===== src/rtl/nsr_pkg.sv =====
package nsr_pkg;
  localparam int BYTE_W = 8;
  localparam logic [BYTE_W-1:0] ERASED = 8'hFF;

  typedef enum logic [1:0] {
    OP_PROG = 2'd0,
    OP_SECT = 2'd1,
    OP_BLK  = 2'd2,
    OP_CHIP = 2'd3
  } op_e;
endpackage


===== src/rtl/nsr_busy_timer.sv =====
module nsr_busy_timer
  import nsr_pkg::*;
#(
  parameter int T_PROG = 4,
  parameter int T_SECT = 6,
  parameter int T_BLK  = 8,
  parameter int T_CHIP = 10,
  localparam int T_MAX = (T_PROG > T_SECT ? T_PROG : T_SECT) > (T_BLK > T_CHIP ? T_BLK : T_CHIP)
                       ? (T_PROG > T_SECT ? T_PROG : T_SECT) : (T_BLK > T_CHIP ? T_BLK : T_CHIP),
  localparam int CNT_W = $clog2(T_MAX + 1)
) (
  input  logic clk,
  input  logic rst_n,
  input  logic load_i,
  input  op_e  op_i,
  output logic busy_o,
  output logic done_o
);
  logic [CNT_W-1:0] cnt_q, cnt_d, dur;

  always_comb begin
    case (op_i)
      OP_PROG: dur = CNT_W'(T_PROG);
      OP_SECT: dur = CNT_W'(T_SECT);
      OP_BLK:  dur = CNT_W'(T_BLK);
      default: dur = CNT_W'(T_CHIP);
    endcase
  end

  always_comb begin
    cnt_d = cnt_q;
    if (load_i)
      cnt_d = dur;
    else if (cnt_q != '0)
      cnt_d = cnt_q - 1'b1;
  end

  always_ff @(posedge clk or negedge rst_n) begin
    if (!rst_n) cnt_q <= '0;
    else        cnt_q <= cnt_d;
  end

  assign busy_o = (cnt_q != '0);
  assign done_o = (cnt_q == CNT_W'(1));
endmodule


===== src/rtl/nsr_toggle.sv =====
module nsr_toggle (
  input  logic clk,
  input  logic rst_n,
  input  logic clear_i,
  input  logic busy_i,
  input  logic rd_i,
  output logic tog_o
);
  logic rd_q, tog_q, tog_d, rd_rise;

  assign rd_rise = rd_i & ~rd_q;

  always_comb begin
    tog_d = tog_q;
    if (clear_i)
      tog_d = 1'b0;
    else if (busy_i && rd_rise)
      tog_d = ~tog_q;
  end

  always_ff @(posedge clk or negedge rst_n) begin
    if (!rst_n) begin
      rd_q  <= 1'b0;
      tog_q <= 1'b0;
    end else begin
      rd_q  <= rd_i;
      tog_q <= tog_d;
    end
  end

  assign tog_o = tog_q;
endmodule


===== src/rtl/nsr_array_stub.sv =====
module nsr_array_stub
  import nsr_pkg::*;
#(
  parameter int AW      = 4,
  parameter int SECT_AW = 2,
  parameter int BLK_AW  = 3,
  localparam int DEPTH  = 1 << AW
) (
  input  logic              clk,
  input  logic              rst_n,
  input  logic              commit_i,
  input  op_e               op_i,
  input  logic [AW-1:0]     op_addr_i,
  input  logic [BYTE_W-1:0] wdata_i,
  input  logic [AW-1:0]     raddr_i,
  output logic [BYTE_W-1:0] rdata_o
);
  logic [BYTE_W-1:0] mem_q [DEPTH];
  logic [BYTE_W-1:0] mem_d [DEPTH];

  always_comb begin
    for (int i = 0; i < DEPTH; i++) begin
      mem_d[i] = mem_q[i];
      if (commit_i) begin
        case (op_i)
          OP_PROG: if (i == int'(op_addr_i)) mem_d[i] = wdata_i;
          OP_SECT: if ((i >> SECT_AW) == (int'(op_addr_i) >> SECT_AW)) mem_d[i] = ERASED;
          OP_BLK:  if ((i >> BLK_AW) == (int'(op_addr_i) >> BLK_AW)) mem_d[i] = ERASED;
          default: mem_d[i] = ERASED;
        endcase
      end
    end
  end

  always_ff @(posedge clk or negedge rst_n) begin
    if (!rst_n) begin
      for (int i = 0; i < DEPTH; i++) mem_q[i] <= ERASED;
    end else if (commit_i) begin
      for (int i = 0; i < DEPTH; i++) mem_q[i] <= mem_d[i];
    end
  end

  assign rdata_o = mem_q[raddr_i];
endmodule


===== src/rtl/nor_status_reporter.sv =====
module nor_status_reporter
  import nsr_pkg::*;
#(
  parameter int AW      = 4,
  parameter int SECT_AW = 2,
  parameter int BLK_AW  = 3,
  parameter int T_PROG  = 4,
  parameter int T_SECT  = 6,
  parameter int T_BLK   = 8,
  parameter int T_CHIP  = 10
) (
  input  logic              clk,
  input  logic              rst_n,
  input  logic              start_i,
  input  logic [1:0]        op_i,
  input  logic [AW-1:0]     addr_i,
  input  logic [BYTE_W-1:0] wdata_i,
  input  logic              rd_i,
  output logic [BYTE_W-1:0] rdata_o,
  output logic              busy_o
);
  logic              accept, done, tog;
  op_e               op_q;
  logic [AW-1:0]     addr_q;
  logic [BYTE_W-1:0] wdata_q, arr_rdata;
  logic              poll_bit;

  assign accept = start_i & ~busy_o;

  always_ff @(posedge clk or negedge rst_n) begin
    if (!rst_n) begin
      op_q    <= OP_PROG;
      addr_q  <= '0;
      wdata_q <= '0;
    end else if (accept) begin
      op_q    <= op_e'(op_i);
      addr_q  <= addr_i;
      wdata_q <= wdata_i;
    end
  end

  nsr_busy_timer #(
    .T_PROG(T_PROG), .T_SECT(T_SECT), .T_BLK(T_BLK), .T_CHIP(T_CHIP)
  ) u_timer (
    .clk(clk), .rst_n(rst_n), .load_i(accept), .op_i(op_e'(op_i)),
    .busy_o(busy_o), .done_o(done)
  );

  nsr_toggle u_tog (
    .clk(clk), .rst_n(rst_n), .clear_i(accept), .busy_i(busy_o),
    .rd_i(rd_i), .tog_o(tog)
  );

  nsr_array_stub #(
    .AW(AW), .SECT_AW(SECT_AW), .BLK_AW(BLK_AW)
  ) u_array (
    .clk(clk), .rst_n(rst_n), .commit_i(done), .op_i(op_q),
    .op_addr_i(addr_q), .wdata_i(wdata_q), .raddr_i(addr_i),
    .rdata_o(arr_rdata)
  );

  assign poll_bit = (op_q == OP_PROG) ? ~wdata_q[BYTE_W-1] : 1'b0;

  always_comb begin
    if (busy_o)
      rdata_o = {poll_bit, tog, {(BYTE_W-2){1'b0}}};
    else
      rdata_o = arr_rdata;
  end
endmodule


===== config.mk =====
export PLATFORM = sky130hd
export DESIGN_NAME = nor_status_reporter
export DESIGN_NICKNAME = d
export VERILOG_FILES = /design/src/rtl/nsr_pkg.sv /design/src/rtl/nsr_busy_timer.sv /design/src/rtl/nsr_toggle.sv /design/src/rtl/nsr_array_stub.sv /design/src/rtl/nor_status_reporter.sv
export SDC_FILE = /design/constraint.sdc
export NUM_CORES = 1
export LEC_CHECK = 0
export ABC_AREA = 1
export BUFFER_PORTS_ARGS = -buffer_cell sky130_fd_sc_hd__buf_2
export CAP_MARGIN = 30
export CORE_ASPECT_RATIO = 1.25
export CORE_MARGIN = 2
export CORE_UTILIZATION = 62
export DETAILED_ROUTE_END_ITERATION = 6
export PLACE_DENSITY_LB_ADDON = 0.2
export SLEW_MARGIN = 10
export SYNTH_ARGS = -nofsm -noshare
export SYNTH_HDL_FRONTEND = slang
export SYNTH_HIERARCHICAL = 1
export SYNTH_SLANG_ARGS = --single-unit

===== constraint.sdc =====
create_clock -name clk -period 2.1 [get_ports clk]
set_clock_uncertainty 0.15 [all_clocks]
set_input_delay 0.315 -clock clk [delete_from_list [all_inputs] [get_ports clk]]
set_output_delay 0.315 -clock clk [all_outputs]
set_load 0.05 [all_outputs]

# ---- After elaboration in Yosys (flattened, before gate mapping)
# Index checks and enable logic that the tools add are counted.
dict set report classes {
  order_cmp 1
  n_addsub 1
  bitwise_logic 7
  reduce_logical 25
  muxes 48
  eq_ne 45
}
# operator count
set op_table {}
lappend op_table {{8-bit case mux with 3 select lines} 16}
lappend op_table {{8-bit 2-to-1 mux} 25}
lappend op_table {{32-bit zero test} 2}
lappend op_table {{4-bit AND reduction} 16}
lappend op_table {{2-bit by 1-bit != test with 1-bit output (second input constant)} 21}
lappend op_table {{8-bit binary-select mux with 4-bit select} 1}
lappend op_table {{4-bit == test (first input constant)} 8}
lappend op_table {{3-bit by 4-bit == test with 1-bit output (first input constant)} 4}
lappend op_table {{4-bit case mux with 3 select lines} 1}
lappend op_table {{2-bit by 4-bit == test with 1-bit output (first input constant)} 2}
lappend op_table {{4-bit 2-to-1 mux} 2}
lappend op_table {{5-bit >= comparator (second input constant)} 1}
lappend op_table {{4-bit NOT with 5-bit output} 1}
lappend op_table {{1-bit by 4-bit == test with 1-bit output (first input constant)} 1}
lappend op_table {{2-bit by 1-bit == test with 1-bit output (second input constant)} 2}
lappend op_table {{2-bit == test (first input constant)} 2}
lappend op_table {{2-bit == test (second input constant)} 2}
lappend op_table {{4-bit by 1-bit == test with 1-bit output (second input constant)} 1}
lappend op_table {{2-bit zero test} 2}
lappend op_table {{4-bit zero test} 1}
lappend op_table {{1-bit NOT} 4}
lappend op_table {{2-bit nonzero test} 2}
lappend op_table {{4-bit nonzero test} 1}
lappend op_table {{4-bit by 1-bit subtractor with 4-bit output (second input constant)} 1}
lappend op_table {{5 further kinds} 8}
dict set report word_totals {
  word_cells 149
  register_bits 148
  out_inout_bits 9
}

# ---- Longest topological paths before layout
dict set report logic_depth {
  depth_word 5
  mapped_depth 12
  depth_no_buf 10
}

# ---- Hierarchy
# The synthesis kept the hierarchy.
# module area_per_inst_um2 cells_per_inst n_inst
set by_module_without_submodules {}
lappend by_module_without_submodules {nsr_array_stub 6924.1 931 1}
lappend by_module_without_submodules {nor_status_reporter 670.6 83 1}
lappend by_module_without_submodules {nsr_busy_timer 269.0 34 1}
lappend by_module_without_submodules {nsr_toggle 90.1 11 1}

# ---- Worst setup path after synthesis
# No wires, ideal clock.
dict set report synth_timing {
  path_kind {flip-flop to output port}
  start {register u_timer.cnt_q[0]}
  end {output rdata_o[0]}
  required_time_ns 1.635
  stages_incl_launch_ff 6
  arrival_ns 1.991
  slack_ns -0.356
  path_buffers 1
  path_cell_list {dfrtp_1 -> inv_1 -> ha_1 -> nand2_1 -> buf_6 -> nor2_1}
}
dict set report synth_between {
  elab_chain_len 2
}
# item line
set synth_rtl {}
lappend synth_rtl {{start, declared} nsr_busy_timer.sv:19} ;# logic [CNT_W-1:0] cnt_q, cnt_d, dur;
lappend synth_rtl {{start signal, assigned} nsr_busy_timer.sv:40} ;# else cnt_q <= cnt_d;
lappend synth_rtl {{4-bit nonzero test} nsr_busy_timer.sv:43} ;# assign busy_o = (cnt_q != '0);
lappend synth_rtl {{named net busy_o} nor_status_reporter.sv:20} ;# output logic busy_o
lappend synth_rtl {{8-bit 2-to-1 mux} nor_status_reporter.sv:65} ;# if (busy_o)
lappend synth_rtl {{end, declared} nor_status_reporter.sv:19} ;# output logic [BYTE_W-1:0] rdata_o,
# The timed path passes the listed nets, and every way through them passes these cells.

# ---- Final worst setup path
dict set report layout_timing {
  start {register u_array/mem_q[99] (netlist bit)}
  end {output rdata_o[3]}
}
dict set report layout_between {
  elab_chain_len 4
}
# item line
set layout_rtl {}
lappend layout_rtl {{start, declared} nsr_array_stub.sv:18} ;# logic [BYTE_W-1:0] mem_q [DEPTH];
lappend layout_rtl {{8-bit binary-select mux with 4-bit select} nsr_array_stub.sv:43} ;# assign rdata_o = mem_q[raddr_i];
lappend layout_rtl {{8-bit 2-to-1 mux (implied by the code) (2 in a row)} nsr_array_stub.sv:43}
lappend layout_rtl {{named net arr_rdata[3]} nor_status_reporter.sv:25} ;# logic [BYTE_W-1:0] wdata_q, arr_rdata;
lappend layout_rtl {{8-bit 2-to-1 mux} nor_status_reporter.sv:65}
# The timed path passes the listed nets, and every way through them passes these cells. The select of a mux whose other input is x is not followed.

==> impl_metrics.sql <==
INSERT INTO impl_metrics (metric_group, metric, value, unit) VALUES
('clock_tree', 'tritoncts.num_buffers', '17', ''),
('synthesis', 'postSynthRegisterBits', '148', ''),
('global_route', 'antenna_violations_before_repair', '0', ''),
('place', 'placed_area', '0.00842', 'mm²'),
('clock_tree', 'ctsRootBufferMaster', 'sky130_fd_sc_hd__clkbuf_16', ''),
('clock_tree', 'max-clock-path-buffers', '2', ''),
('detailed_routing', 'vias_per_cell', '5.63', ''),
('detailed_routing', 'antenna_left', '0', ''),
('global_route', 'grt_start_max_net_pins', '53', ''),
('synthesis', 'synth_compound_gate_area_share', '5.84', '%'),
('final_layout', 'most-common-layout-cells', 'sky130_fd_sc_hd__nand2_1, sky130_fd_sc_hd__nand3_1, sky130_fd_sc_hd__dfstp_2', ''),
('worst_setup_path', 'crit_type', 'flip-flop to primary output', ''),
('power', 'leakage', '0.00467', 'µW'),
('clock_tree', 'clkTransAtPathRegs', '0.06', 'ns'),
('die', 'floorplan.initialDensity', '63.1', '%'),
('sta', 'final.setup.tns', '-0.956', 'ns'),
('min_path', 'min_path_type', 'primary input to flip-flop', ''),
('clock_tree', 'clock_tree_from_tritoncts', 'built', ''),
('global_route', 'grt_pass1_wl', '35.0', 'mm'),
('synthesis', 'synth_adder_area_share', '0.472', '%'),
('sta', 'final_max_slew_violation_count', '0', ''),
('flow_run', 'cap_violations', '0', ''),
('place', 'dpl.cell_count', '1245', ''),
('synthesis', 'synth-xor-area-share', '0.110', '%'),
('clock_tree', 'clk-insertion-delay-late', '0.43', 'ns'),
('synthesis', 'syn-instance-count', '1059', ''),
('power', 'p_total', '15600', 'µW'),
('worst_setup_path', 'required', '1.63', 'ns'),
('synthesis', 'seq_area_frac_synth', '48.6', '%'),
('final_layout', 'post_layout_nonfiller_instances', '1289', ''),
('synthesis', 'postSynthAreaPerCell', '7.51', 'µm²'),
('die', 'design.portCount', '27', ''),
('synthesis', 'synthesis.yosys.warnings', '6', ''),
('detailed_routing', 'number_of_vias_in_the_routed_layout', '7258', ''),
('worst_setup_path', 'crit_start', 'u_array/mem_q[99]', ''),
('worst_setup_path', 'r2r_start', 'u_timer/cnt_q[1]', ''),
('sta', 'rsz0062_at_grt', 'true', ''),
('synthesis', 'main_area_contributors_after_synthesis', 'sky130_fd_sc_hd__dfstp_2, sky130_fd_sc_hd__nand2_1, sky130_fd_sc_hd__nand3_1, sky130_fd_sc_hd__dfrtp_1, sky130_fd_sc_hd__inv_1', ''),
('die', 'dieArea', '0.0138', 'mm²'),
('sta', 'post-route-period-util', '107', '%'),
('final_layout', 'mostFrequentLayoutCell', 'sky130_fd_sc_hd__nand2_1', ''),
('final_layout', 'filler_cell_count', '928', ''),
('worst_setup_path', 'timing.critical_path.to_type', 'primary output', ''),
('global_route', 'grt_util_all_layers', '33.2', '%'),
('die', 'core_region_area', '0.0126', 'mm²'),
('synthesis', 'netlist.area_leader.share', '42.3', '%'),
('status', 'failed_checks', 'design-rule violations, negative setup slack', ''),
('min_path', 'min_from', 'wdata_i[4]', ''),
('sta', 'final_period_minus_worst_setup_slack', '2.25', 'ns'),
('status', 'status', 'finished, violations left', ''),
('sta', 'timing_worst_slew_pin_value', '0.524', 'ns'),
('sta', 'final_critical_path_setup_slack', '-0.152', 'ns'),
('die', 'die_w', '105', 'µm'),
('final_layout', 'finish.instance_area', '0.00953', 'mm²'),
('synthesis', 'netlist_area', '0.00795', 'mm²'),
('synthesis', 'post_synth_num_cell_types', '27', ''),
('detailed_routing', 'route.detailed.drc', '3', ''),
('synthesis', 'yosys.area_share.simple', '35.4', '%'),
('die', 'std_cell_rows', '46', ''),
('power', 'ir_worst_vdd', '0.00102', 'V'),
('power', 'power.density', '1640', 'mW/mm²'),
('final_layout', 'area_growth', '19.8', '%'),
('place', 'finalWeightedCongestion', '0.912', ''),
('sta', 'report.final.setup_viol', '8', ''),
('place', 'post-place-ws', '-0.0422', 'ns'),
('synthesis', 'synth_top_family_by_area', 'simple AND/OR/NAND/NOR gates', ''),
('die', 'chipHeight', '131', 'µm'),
('worst_setup_path', 'crit_arrival', '1.79', 'ns'),
('place', 'portBuffers', '26', ''),
('worst_setup_path', 'crit_path_start_kind', 'flip-flop', ''),
('final_layout', 'drive_above_1_share', '31.4', '%');
==> power breakdown <==
| part | switching (µW) | internal (µW) | total [µW] | leakage, µW |
|---|---|---|---|---|
| sequential | 865 | 5000 | 5860 | 0.00159 |
| clock | 1220 | 2120 | 3330 | 0.000308 |
| combinational | 4260 | 2130 | 6390 | 0.00278 |
==> cell type report <==
class | count | area [µm²] | area share [%]
Tap cell | 168 | 210 | 2.21
Clock buffer | 21 | 480 | 5.04
Multi-Input combinational cell | 736 | 3610 | 37.9
Clock inverter | 11 | 173 | 1.81
Sequential cell | 148 | 3860 | 40.6
Timing Repair Buffer | 74 | 689 | 7.24
Inverter | 131 | 499 | 5.24
==> state kept, by name, indices dropped and copies added, names as in the netlist <==
register	cells
op_q	2
addr_q	4
u_array/mem_q	128
wdata_q	8
u_tog/rd_q	1
u_timer/cnt_q	4
u_tog/tog_o	1
==> cell usage after synthesis <==
library cell / n
sky130_fd_sc_hd__a21oi_1: 3
sky130_fd_sc_hd__clkbuf_1: 15
sky130_fd_sc_hd__buf_4: 5
sky130_fd_sc_hd__o21ai_1: 46
sky130_fd_sc_hd__buf_2: 15
sky130_fd_sc_hd__o21ai_2: 8
sky130_fd_sc_hd__a21oi_2: 1
sky130_fd_sc_hd__nand2_2: 17
sky130_fd_sc_hd__nor3b_1: 1
sky130_fd_sc_hd__inv_2: 12
sky130_fd_sc_hd__inv_4: 1
sky130_fd_sc_hd__nor2_1: 12
sky130_fd_sc_hd__dfstp_2: 128
sky130_fd_sc_hd__buf_1: 1
sky130_fd_sc_hd__xnor2_1: 1
sky130_fd_sc_hd__nor2_2: 2
sky130_fd_sc_hd__dfrtp_1: 20
sky130_fd_sc_hd__buf_6: 8
sky130_fd_sc_hd__nand4_1: 1
sky130_fd_sc_hd__nand2_1: 417
sky130_fd_sc_hd__inv_6: 1
sky130_fd_sc_hd__nand3_1: 181
sky130_fd_sc_hd__inv_1: 117
sky130_fd_sc_hd__o21ai_0: 28
sky130_fd_sc_hd__nand2_4: 1
sky130_fd_sc_hd__nor2_4: 14
sky130_fd_sc_hd__ha_1: 3
==> per-stage QoR <==
| stage | utilization, % | hold slack, ns |
|---|---|---|
| 5_1_grt | 75.6 | 0.0260 |
| 4_1_cts | 73.7 | 0.00943 |
| 3_3_place_gp | 66.8 | 0.156 |
| 3_5_place_dp | 66.8 | 0.158 |
| 6_report | 75.6 | 0.0129 |
| 2_1_floorplan | - | -0.131 |
==> worst max-delay path, cell delays in order, from the launching register on <==
cell,delay (ns)
sky130_fd_sc_hd__dfstp_2,0.54
sky130_fd_sc_hd__nand2_2,0.08
sky130_fd_sc_hd__nand2_2,0.08
sky130_fd_sc_hd__nand2_1,0.07
sky130_fd_sc_hd__nand3_2,0.10
sky130_fd_sc_hd__nand3_2,0.08
sky130_fd_sc_hd__nand2_1,0.09
sky130_fd_sc_hd__inv_1,0.04
sky130_fd_sc_hd__nor2_2,0.11
sky130_fd_sc_hd__buf_6,0.17
==> what timing repair did <==
action	4_1_cts	5_1_grt
buffers inserted	1	4
endpoints found under the hold margin	27	0
resized for setup	36	53
pin swaps	17	29
cloned	0	0
hold buffers	7	0
endpoints found under the setup margin	9	49
==> metal layers <==
metal / up-vias / global-route usage (%) / share of wire, %
li1: 3416 / - / -
met1: 3491 / 40.4 / 39
met2: 295 / 56.5 / 49
met3: 56 / 7.74 / 7.5
met4: 0 / 15.1 / 3.7
met5: - / 0 / 0
==> worst paths after layout <==
kind	end	slack, ns	cells after the start
max	rdata_o[3]	-0.15	9
min	wdata_q[4]	0.01	3
max reg2reg	u_array/mem_q[56]	0.15	10
min reg2reg	u_array/mem_q[34]	0.31	2
max in group asynchronous	u_array/mem_q[48]	0.86	3
min in group asynchronous	wdata_q[1]	0.27	2
==> logic make-up after synthesis <==
logic type                 count (synthesis)
and+or+nand+nor                          646
buffers and inverters                    175
DFF                                      148
AOI/OAI and AO/OA                         86
adders and majority gates                  3
xor gates and xnor gates                   1
Note: power is estimated with default switching activity, not from simulation.
